<file path="src/rtl/ipc_doorbell_pkg.sv">
package ipc_doorbell_pkg;
  localparam int REG_W     = 32;
  localparam int LINE_LSB  = 4;
  localparam int NUM_LINES = REG_W - LINE_LSB;
  localparam int LOCK_BIT  = 0;

  typedef struct packed {
    logic setEn;   // valid host write: OR the mask into pending
    logic clrEn;   // DSP acknowledge present: clear masked lines
  } doorbellCtl_t;
endpackage

</file>
<file path="src/rtl/ipc_doorbell_ctrl.sv">
module ipc_doorbell_ctrl
  import ipc_doorbell_pkg::*;
#(
  parameter int LINES = NUM_LINES
) (
  input  logic             rst,
  input  logic             hostWrEn,
  input  logic             lockBit,
  input  logic [LINES-1:0] dspAck,
  output doorbellCtl_t     ctl
);
  always_comb begin
    ctl.setEn = hostWrEn && lockBit && !rst;
    ctl.clrEn = (|dspAck) && !rst;
  end
endmodule

</file>
<file path="src/rtl/ipc_doorbell_dp.sv">
module ipc_doorbell_dp
  import ipc_doorbell_pkg::*;
#(
  parameter int LINES = NUM_LINES
) (
  input  logic             clk,
  input  logic             rst,
  input  doorbellCtl_t     ctl,
  input  logic [LINES-1:0] setMask,
  input  logic [LINES-1:0] clrMask,
  output logic [LINES-1:0] pending
);
  logic [LINES-1:0] pendingNext;

  for (genvar n = 0; n < LINES; n++) begin : g_line
    logic setHit;
    logic clrHit;
    assign setHit = ctl.setEn && setMask[n];
    assign clrHit = ctl.clrEn && clrMask[n];
    always_comb begin
      if (setHit)      pendingNext[n] = 1'b1;   // set wins over clear
      else if (clrHit) pendingNext[n] = 1'b0;
      else             pendingNext[n] = pending[n];
    end
  end

  always_ff @(posedge clk) begin
    if (rst) pending <= '0;
    else     pending <= pendingNext;
  end
endmodule

</file>
<file path="src/rtl/ipc_doorbell.sv">
module ipc_doorbell
  import ipc_doorbell_pkg::*;
(
  input  logic                 clk,
  input  logic                 rst,
  input  logic                 hostWrEn,
  input  logic [REG_W-1:0]     hostWrData,
  output logic [REG_W-1:0]     hostRdData,
  input  logic [NUM_LINES-1:0] dspAck,
  output logic [NUM_LINES-1:0] dspIrq
);
  doorbellCtl_t         ctl;
  logic [NUM_LINES-1:0] pending;

  ipc_doorbell_ctrl #(.LINES(NUM_LINES)) ctrl_i (
    .rst      (rst),
    .hostWrEn (hostWrEn),
    .lockBit  (hostWrData[LOCK_BIT]),
    .dspAck   (dspAck),
    .ctl      (ctl)
  );

  ipc_doorbell_dp #(.LINES(NUM_LINES)) dp_i (
    .clk     (clk),
    .rst     (rst),
    .ctl     (ctl),
    .setMask (hostWrData[REG_W-1:LINE_LSB]),
    .clrMask (dspAck),
    .pending (pending)
  );

  assign hostRdData = {pending, {LINE_LSB{1'b0}}};
  assign dspIrq     = pending;
endmodule

</file>
<file path="config.mk">
export PLATFORM = sky130hd
export DESIGN_NAME = ipc_doorbell
export DESIGN_NICKNAME = d
export VERILOG_FILES = /design/src/rtl/ipc_doorbell_pkg.sv /design/src/rtl/ipc_doorbell_ctrl.sv /design/src/rtl/ipc_doorbell_dp.sv /design/src/rtl/ipc_doorbell.sv
export SDC_FILE = /design/constraint.sdc
export NUM_CORES = 1
export LEC_CHECK = 0
export BUFFER_PORTS_ARGS = -buffer_cell sky130_fd_sc_hd__buf_2
export CAP_MARGIN = 25
export CORE_ASPECT_RATIO = 0.75
export CORE_UTILIZATION = 42
export DETAILED_ROUTE_END_ITERATION = 10
export GPL_ROUTABILITY_DRIVEN = 0
export PLACE_DENSITY = 0.85
export SLEW_MARGIN = 20
export SYNTH_ARGS = -nofsm -noshare
export SYNTH_HDL_FRONTEND = slang
export SYNTH_SLANG_ARGS = --single-unit
</file>
<file path="constraint.sdc">
create_clock -name clk -period 1.1 [get_ports clk]
set_clock_uncertainty 0.1 [all_clocks]
set_input_delay 0.11 -clock clk [delete_from_list [all_inputs] [get_ports clk]]
set_output_delay 0.11 -clock clk [all_outputs]
set_load 0.1 [all_outputs]
</file>
# After elaboration in Yosys (flattened, before gate mapping)
# Cells that the tools add are included.
# word_totals
regBits	28
word_cells	173
out_inout_bits	60
inputBits	63
# op_classes
n_reduce_logical	89
mux	56
# ops
operator	n
1-bit logical AND	59
1-bit two-way mux	56
2-bit nonzero test	28
28-bit OR reduction	1
1-bit logical NOT	1

# Logic depth before layout (Yosys ltp)
# Gate-level depths: netlist of the first run.
# logic_depth
ltp_word	5
ltp_mapped	4
depth_no_buf	2

# Hierarchy
# From an unflattened synthesis of the first run, not the netlist that was laid out.
# unflattened
cells_unflattened	165
area_unflattened_um2	1542.7
# by_module_without_submodules
mod	seq_area_each_um2	instances	cells_per_inst	area_each_um2
ipc_doorbell_dp	560.5	1	121	1229.9
ipc_doorbell	0.0	1	33	244.0
ipc_doorbell_ctrl	0.0	1	11	68.8

# Worst setup path before layout of the first run
# Ideal clock, no wire load.
# synth_path
kind	flip-flop to output port
startpoint	register dp_i.pending[6]
endpoint	output port hostRdData[10]
path_slack_ns	-0.484
path_stages_with_launch	2
arrival_ns	1.374
n_path_buf	1
required_time_ns	0.890
cell_sequence	dfxtp_1 -> buf_4
# synth_rtl
item	line	rtl
start: declaration	ipc_doorbell_dp.sv:11	output logic [LINES-1:0] pending
start signal: assignment	ipc_doorbell_dp.sv:29	else pending <= pendingNext;
end: declaration	ipc_doorbell.sv:8	output logic [REG_W-1:0] hostRdData,
# No word-level cell between the ends.

# Worst setup path in the final report of the first run
# layout_path
startpoint	input port dspAck[13]
endpoint	register dp_i.pending[13]
# layout_between
elab_chain_cells	4
# layout_lines
item	line	rtl
start: declaration	ipc_doorbell.sv:9	input logic [NUM_LINES-1:0] dspAck,
28-bit OR reduction	ipc_doorbell_ctrl.sv:14	ctl.clrEn = (|dspAck) && !rst;
1-bit logical AND	ipc_doorbell_ctrl.sv:14	
1-bit logical AND *	ipc_doorbell_dp.sv:19	assign clrHit = ctl.clrEn && clrMask[n];
2-bit nonzero test (no line) *	-	
# Mark *: on every way between the ends. The rest lies on a longest branch, timed or not.
# A chain may end at the register's enable or synchronous reset.

==> results of run 1 <==
[timing repair]
item	in CTS	in global routing
hold endpoints to repair	26	0
resized for setup	0	0
hold buffers	38	0
[worst max-delay path by stage]
stage	from	end	slack [ps]	cells after the start
2_1_floorplan	dp_i.pending[6]	hostRdData[10]	20	1
3_3_place_gp	hostWrEn	dp_i.pending[12]	280	4
3_5_place_dp	hostWrEn	dp_i.pending[6]	180	4
5_1_grt	dspAck[13]	dp_i.pending[13]	3	4
4_1_cts	dp_i.pending[5]	hostRdData[9]	40	1
6_report	dspAck[13]	dp_i.pending[13]	-10	4
[power groups by stage]
stage / clock network, uW / logic, uW / registers, uW
2_1_floorplan: 0 / 589 / 1340
3_3_place_gp: 0 / 1220 / 1110
3_5_place_dp: 0 / 1240 / 1110
4_1_cts: 560 / 1340 / 1090
5_1_grt: 605 / 1410 / 1100
6_report: 558 / 1380 / 1090
[final cells by class]
type                    count  area share
flip-flops and latches     28       0.203
multi-input cells          88       0.197
clock buffers               3      0.0126
well taps                  50      0.0191
repair buffers            156       0.567
[per-layer routing]
layer	vias up	wire [microns]	share of wire	global-route usage
met5	-	0	0	0
met4	0	195	0.029	0.121
met3	18	444	0.066	0.0755
met2	128	3700	0.55	0.699
met1	800	2410	0.36	0.351
li1	720	-	-	-
[Yosys cell counts]
cell type  instances  share of area
a21oi_2           20           0.11
buf_4             33           0.16
a21oi_1            8          0.026
buf_2              2         0.0064
dfxtp_1           28           0.36
conb_1             1         0.0024
buf_12             4          0.051
nand2b_1          28           0.11
nand3_1            8          0.026
buf_6              2          0.014
nand3_2           20           0.13
[kinds of logic (layout without fill, tap and decap cells)]
| kind of cell | after synthesis | count (layout) | synth area share |
|---|---|---|---|
| and+or+nand+nor | 56 | 56 | 0.267 |
| buffers and inverters | 41 | 159 | 0.232 |
| AOI/OAI and AO/OA | 28 | 28 | 0.138 |
| DFF | 28 | 28 | 0.360 |
| other | 1 | 4 | 0.00241 |
[per-stage QoR]
step	setup TNS (ps)	utilization	worst slack, ps
after global placement	0	0.838	279
after detailed placement	0	0.838	178
final	-13.1	0.962	-13.1
after floorplan	0	-	22.5
after global routing	0	0.962	3.42
after CTS	0	0.962	36.5
[worst reg2reg max path, delay by kind of cell, from the launching register on]
family           cells  cell delay [ps]
flip-flops           1              400
AO/OA/AOI/OAI        1              220
AND/OR/NAND/NOR      1               80
==> impl_results.md, run 1 <==
- Status: finished with violations
- Failing checks: negative hold slack, negative setup slack
- Drt wl/cell: 20.8 microns
- Core box area: 3400 sq um
- Max FFs per register: 28
- Routed WL: 6750 microns
- Setup violators final: 1
- Critical Path Source Type: primary input
- YS warnings: 0
- Final period utilization: 1.01
- Seq/Total Area, Yosys: 0.360
- Worst min-delay path class: primary input to flop
- Maximum clock insertion buffer count: 2
- RSZ-0062 raised after global routing: no
- Placed cell count: 284
- Worst R2R Start: dp_i.pending[13]
- Grt total ovfl: 0
- Hold path cells: 3
- CTS root buf: clkbuf_8
- Cell area after synthesis: 1560 sq um
- Top cell family by delay on the critical path: buffers and inverters
- Synthesized instance count: 154
- CP peak stage delay: 560 ps
- Initial antenna violation count: 0
- WHS Endpoint: dp_i.pending[3]
- Buf/Inv on CP: 2
- Power Dens Cells: 927 nW/um^2
- Area Overhead vs Synth: 110%
- Comb pwr share: 0.455
- Worst-Skew Late Latency: 270 ps
- Flops & latches, synth: 28
- Hold slack: -0.0380 ps
- First-pass GRT wire length: 9690 microns
- H-tree levels: 1
- CTS Buf Count: 3
- Final instance area: 3270 sq um
- Reg2Reg Capture Point: dp_i.pending[13]
- Setup bufs post-CTS: 0
- DIE WIDTH: 72.3 microns
- Total power: 3030 uW
- Crit. End Element: flop
- Layout cells sized above 1: 0.687
- Tot GR Track Use: 0.342
- Max Fclk: 898 MHz
- Final Hold Viols: 1
- Die ar.: 3950 sq um
- Vias in the first global route: 1,768
- Antenna diode instance count: 0
- Antenna viol nets, final: 0
- Sw Pwr: 1240 uW
- Most frequent cells in the layout: buf_2, buf_12, dlygate4sd3_1, nand2b_1, dfxtp_4
- Detail Placement HPWL: 3550 microns
- Cell leakage power: 0.00129 uW
- Initial Util: 0.457
- Reg clk slew, reported paths: 100 ps
- Clk network pwr share: 0.184
- Largest net degree at the start of global routing: 29
- Min cycle time layout: 1110 ps
- Iter 0 DRT Violations: 93
- Footprint of the multi-input gates: 646 sq um
- Critical path's slowest cell: dlygate4sd3_1
- Post-Place Cell Area: 2850 sq um
- Reg power frac: 0.360
- Mean Syn Cell Area: 10.1 sq um
- R2R depth: 2
- Total clock sinks: 28
- Setup WS post-layout: -13.1 ps
- Peak supply drop: 0.767 mV
- Crit Path Category: primary input to flop
- Drt drc: 0
- Largest register by flop count: dp_i.pending
- CTS tree: yes
- Fin. max-slew vios: 0
- Via count: 1,666
- DRT Pass-1 Iters: 4
- # rows: 18
- I/O Buffers: 115
- Critical Path AT: 1190 ps
- Switch share: 0.410
- Crit path max fanout: 1
- Via-to-Cell Ratio: 5.13
- Biggest regs: dp_i.pending (28)
- Fillers: 70
- Flip-flop and latch area: 666 sq um
- Max_cap viols: 0
- R2R Setup Slk: 210 ps
- WP data required: 1180 ps
- Die height: 54.7 microns
- Final #Nets: 340
- I/O Pins: 123
- Hold path start: dspAck[3]
- Cell Count, Final, Fillers Out: 325
- P_int: 1790 uW
- Yosys cell types: 11
- Critical Path, Cell by Cell: dlygate4sd3_1, buf_2, nand2b_1, a21oi_1
No activity file was read; power rests on OpenSTA's default activity.
==> run 2: changes to the inputs <==
--- a/config.mk
+++ b/config.mk
@@ -5,8 +5,9 @@
 export SDC_FILE = /design/constraint.sdc
 export NUM_CORES = 1
 export LEC_CHECK = 0
+export ABC_AREA = 1
 export BUFFER_PORTS_ARGS = -buffer_cell sky130_fd_sc_hd__buf_2
-export CAP_MARGIN = 25
+export CAP_MARGIN = 20
 export CORE_ASPECT_RATIO = 0.75
 export CORE_UTILIZATION = 42
 export DETAILED_ROUTE_END_ITERATION = 10
==> constraint.sdc (replaced) <==
create_clock -name clk -period 1.1 [get_ports clk]
set_clock_uncertainty 0.1 [all_clocks]
set_input_delay 0.22 -clock clk [delete_from_list [all_inputs] [get_ports clk]]
set_output_delay 0.22 -clock clk [all_outputs]
set_load 0.1 [all_outputs]
==> run 2 against run 1 <==
  * The flow now stops in global routing
  * Area after synthesis up 0.16%
  * Synthesized cell count up 51%
==> impl_results.md, run 2 <==
- DIE WIDTH: 72.3 microns (about the same)
- Flops & latches, synth: 28 (unchanged)
- # rows: 18 (unchanged)
- Initial Util: 0.455 (was 0.457)
- Grt repair worst endpoint: dp_i.pending[11]$_SDFFE_PP0P_/D
- Placed cell count: 372 (was 284)
- Yosys cell types: 15 (was 11)
- Synthesized instance count: 232 (was 154)
- Largest net degree at the start of global routing: 29
- Detail Placement HPWL: 4840 microns (was 3550 microns)
- Mean Syn Cell Area: 6.71 sq um (was 10.1 sq um)
- YS warnings: 0 (unchanged)
- I/O Buffers: 115 (unchanged)
- H-tree levels: 1 (unchanged)
- Number of synthesized flops with an enable pin: 0 (unchanged)
- Status: aborted with a tool error (was finished with violations)
- Worst EP Category: sequential cell input
- Ys flop type: dfxtp_1 (unchanged)
- I/O Pins: 123 (unchanged)
- CTS root buf: clkbuf_8 (unchanged)
- Tool error: [ERROR DPL-0038] Utilization greater than 100%, impossible to legalize
- Total clock sinks: 28 (unchanged)
- Post-synth top area share: 0.360 (about the same)
- Maximum clock insertion buffer count: 2 (unchanged)
- Top cells by area, synth: dfxtp_1, nand2_1, buf_4 (was dfxtp_1, buf_4, nand3_2)
- Failed at: global routing
- Count leader, synth: nand2_1 (was buf_4)
- Post-Place Cell Area: 3020 sq um (was 2850 sq um)
- CTS Buf Count: 3 (unchanged)
- Async set-reset flop share out of synthesis: 0 (unchanged)
- Die height: 54.7 microns (about the same)
- Leading area contributor after synthesis: dfxtp_1 (unchanged)
- Seq/Total Area, Yosys: 0.360 (about the same)
- Cell area after synthesis: 1560 sq um (about the same)
- Commonest cells in the netlist: nand2_1, buf_4, dfxtp_1, nand3_1, a21oi_1 (was buf_4, dfxtp_1, nand2b_1)
## run 2: changes by cell type after synthesis, sizes merged
cell,previous run,this run
and2,0,1
inv,0,22
clkbuf,0,5
nand2,0,72
nand2b,28,0
buf,41,36
nor2,0,11
## run 2: kinds of logic after synthesis
kind of cell | share of synthesized area
compound gates | 0.0972
buf+inv | 0.243
flops | 0.360
other cells | 0.00241
simple gates | 0.297
## run 2: timing repair
action	4_1_cts
setup buffers	3
cloned	1
hold buffers	0
endpoints found under the setup margin	84
pin swaps	15
resized for setup	29
## run 2: per-stage QoR
step	hold WS, ps	setup WS, ps
detailed placement	371	-475
CTS	76.1	-145
floorplan	257	-106
global placement	362	-296
==> run 3: changes to the inputs <==
--- a/config.mk
+++ b/config.mk
@@ -8,11 +8,10 @@
 export ABC_AREA = 1
 export BUFFER_PORTS_ARGS = -buffer_cell sky130_fd_sc_hd__buf_2
 export CAP_MARGIN = 20
-export CORE_ASPECT_RATIO = 0.75
-export CORE_UTILIZATION = 42
+export CORE_UTILIZATION = 35
 export DETAILED_ROUTE_END_ITERATION = 10
 export GPL_ROUTABILITY_DRIVEN = 0
-export PLACE_DENSITY = 0.85
+export PLACE_DENSITY_LB_ADDON = 0.15
 export SLEW_MARGIN = 20
 export SYNTH_ARGS = -nofsm -noshare
 export SYNTH_HDL_FRONTEND = slang
==> run 3 against run 2 <==
  * The flow now finishes, with violations (negative setup slack)
  * Synthesized cell count did not move
  * Area after synthesis did not move
==> impl_results.md, run 3 <==
- Final Hold Viols: 0
- Crit Path Category: primary input to flop
- Reg clk slew, reported paths: 100 ps
- Count leader, synth: nand2_1 (unchanged)
- Routed WL: 5300 microns
- Commonest non-fill, non-tap cell in the layout: nand2_1
- Met3 Track Usage GR: 0.0411
- GRT met2 Usage: 0.417
- Most frequent cells in the layout: nand2_1, buf_12, buf_2, dfxtp_4, a21oi_1
- Die ar.: 4720 sq um
- Top cells by area, synth: dfxtp_1, nand2_1, buf_4 (unchanged)
- Initial antenna violation count: 0
- Tot GR Track Use: 0.221
- Cell area after synthesis: 1560 sq um (unchanged)
- Via count: 1,832
- Iter 0 DRT Violations: 78
- Async set-reset flop share out of synthesis: 0 (unchanged)
- I/O Buffers: 115 (unchanged)
- Number of synthesized flops with an enable pin: 0 (unchanged)
- Critical Path Source Type: primary input
- Grt total ovfl: 0
- Fin. max-slew vios: 0
- Antenna viol nets, final: 0
- Cell leakage power: 0.00154 uW
- Crit. End Element: flop
- Post-route setup TNS: -5310 ps
- Post-synth top area share: 0.360 (unchanged)
- Leading area contributor after synthesis: dfxtp_1 (unchanged)
- Total clock sinks: 28 (unchanged)
- Critical Path AT: 1320 ps
- Yosys cell types: 15 (unchanged)
- WP data required: 1210 ps
- CTS Buf Count: 3 (unchanged)
- Initial Util: 0.376 (was 0.455)
- Antenna diode instance count: 0
- CTS tree: yes
- Largest net degree at the start of global routing: 29
- Vias in the first global route: 1,789
- Worst-Skew Late Latency: 270 ps
- Met1 usage: 0.253
- Power Dens Cells: 944 nW/um^2
- Max_cap viols: 0
- First-pass GRT wire length: 7850 microns
- Top Usage Layer GRT: met2
- Final period utilization: 1.10
- H-tree levels: 1 (unchanged)
- Setup WS post-layout: -111 ps
- Min cycle time layout: 1210 ps
- DIE WIDTH: 68.7 microns (was 72.3 microns)
- DRT Pass-1 Iters: 4
- Seq/Total Area, Yosys: 0.360 (unchanged)
- Max Fclk: 826 MHz
- Core box area: 4140 sq um
- Setup violators final: 84
- Die height: 68.7 microns (was 54.7 microns)
- Drt wl/cell: 13.6 microns
- Layout cells sized above 1: 0.664
- Area Overhead vs Synth: 121%
- Crit path max fanout: 8
- Worst min-delay path class: primary input to flop
- Ys flop type: dfxtp_1 (unchanged)
- Peak supply drop: 0.529 mV
- I/O Pins: 123 (unchanged)
- Mean Syn Cell Area: 6.71 sq um (unchanged)
- YS warnings: 0 (unchanged)
- RSZ-0062 raised after global routing: yes
- CTS root buf: clkbuf_8 (unchanged)
- Max FFs per register: 28
- Status: finished with violations (was aborted with a tool error)
- Final #Nets: 403
- Largest register by flop count: dp_i.pending
- Commonest cells in the netlist: nand2_1, buf_4, dfxtp_1, nand3_1, a21oi_1 (unchanged)
- Via-to-Cell Ratio: 4.71
- Maximum clock insertion buffer count: 2 (unchanged)
- Flops & latches, synth: 28 (unchanged)
- # rows: 23 (was 18)
- Drt drc: 0
- Synthesized instance count: 232 (unchanged)
- Detail Placement HPWL: 3700 microns (was 4840 microns)
- Failing checks: negative setup slack
- Biggest regs: dp_i.pending (28)
- Hold slack: 75.6 ps
[run 3: cell type report]
type / instances / area (sq um)
inverter: 22 / 82.6
clock inverter: 1 / 3.75
multi-input combinational: 144 / 798
sequential: 28 / 666
fill: 245 / 694
clock buffer: 3 / 41.3
timing repair buffer: 141 / 1800
tap: 50 / 62.6
[run 3: layer usage]
layer / wire [microns] / part of all wire
met1: 2080 / 0.39
met2: 2780 / 0.52
met3: 407 / 0.077
met4: 29 / 0.0055
met5: 0 / 0
[run 3: final timing paths]
kind / startpoint / cells after the start / endpoint / slack (ps)
worst min register to register: dp_i.pending[24] / 2 / dp_i.pending[24] / 420
worst min-delay path: hostWrData[30] / 3 / dp_i.pending[26] / 80
worst max-delay path: dspAck[8] / 10 / dp_i.pending[21] / -110
worst max register to register: dp_i.pending[21] / 3 / dp_i.pending[21] / 240
[run 3: power by group]
part | internal [uW] | switching (uW)
registers | 1030 | 87.8
logic | 591 | 977
clock network | 251 | 323
[run 3: through the flow]
step                setup WS (ps)  instance area, sq um  power [uW]  std cells  utilization
floorplan                    -106                  1860        2120        235            -
global placement             -336                  3060        2600        377        0.738
detailed placement           -361                  3060        2610        377        0.738
CTS                         -80.2                  3330        3240        386        0.803
global route                 -170                  3450        3380        389        0.832
finish                       -111                  3450        3260        389        0.832
[run 3: cell families (layout without fill, tap and decap cells)]
family / after synthesis / in the layout / share of synthesized area
simple gates: 112 / 112 / 0.297
buf+inv: 63 / 167 / 0.243
compound gates: 28 / 28 / 0.0972
flops: 28 / 28 / 0.360
other cells: 1 / 4 / 0.00241
[run 3: worst max-delay path, stage by stage]
cell     delay (ps)
buf_6           100
nor2_4           90
and2_1          130
nand2_1          60
nor2_2          150
nand2_4         120
buf_12          170
nand3_4          60
nand2_2          70
a21oi_2         130
[run 3: timing repair]
| action | 4_1_cts | 5_1_grt |
|---|---|---|
| endpoints found under the hold margin | 0 | 0 |
| buffers inserted | 4 | 2 |
| cloned | 1 | 1 |
| hold buffers | 0 | 0 |
| setup endpoints to repair | 84 | 84 |
| pin swaps | 5 | 16 |
| resized for setup | 40 | 23 |
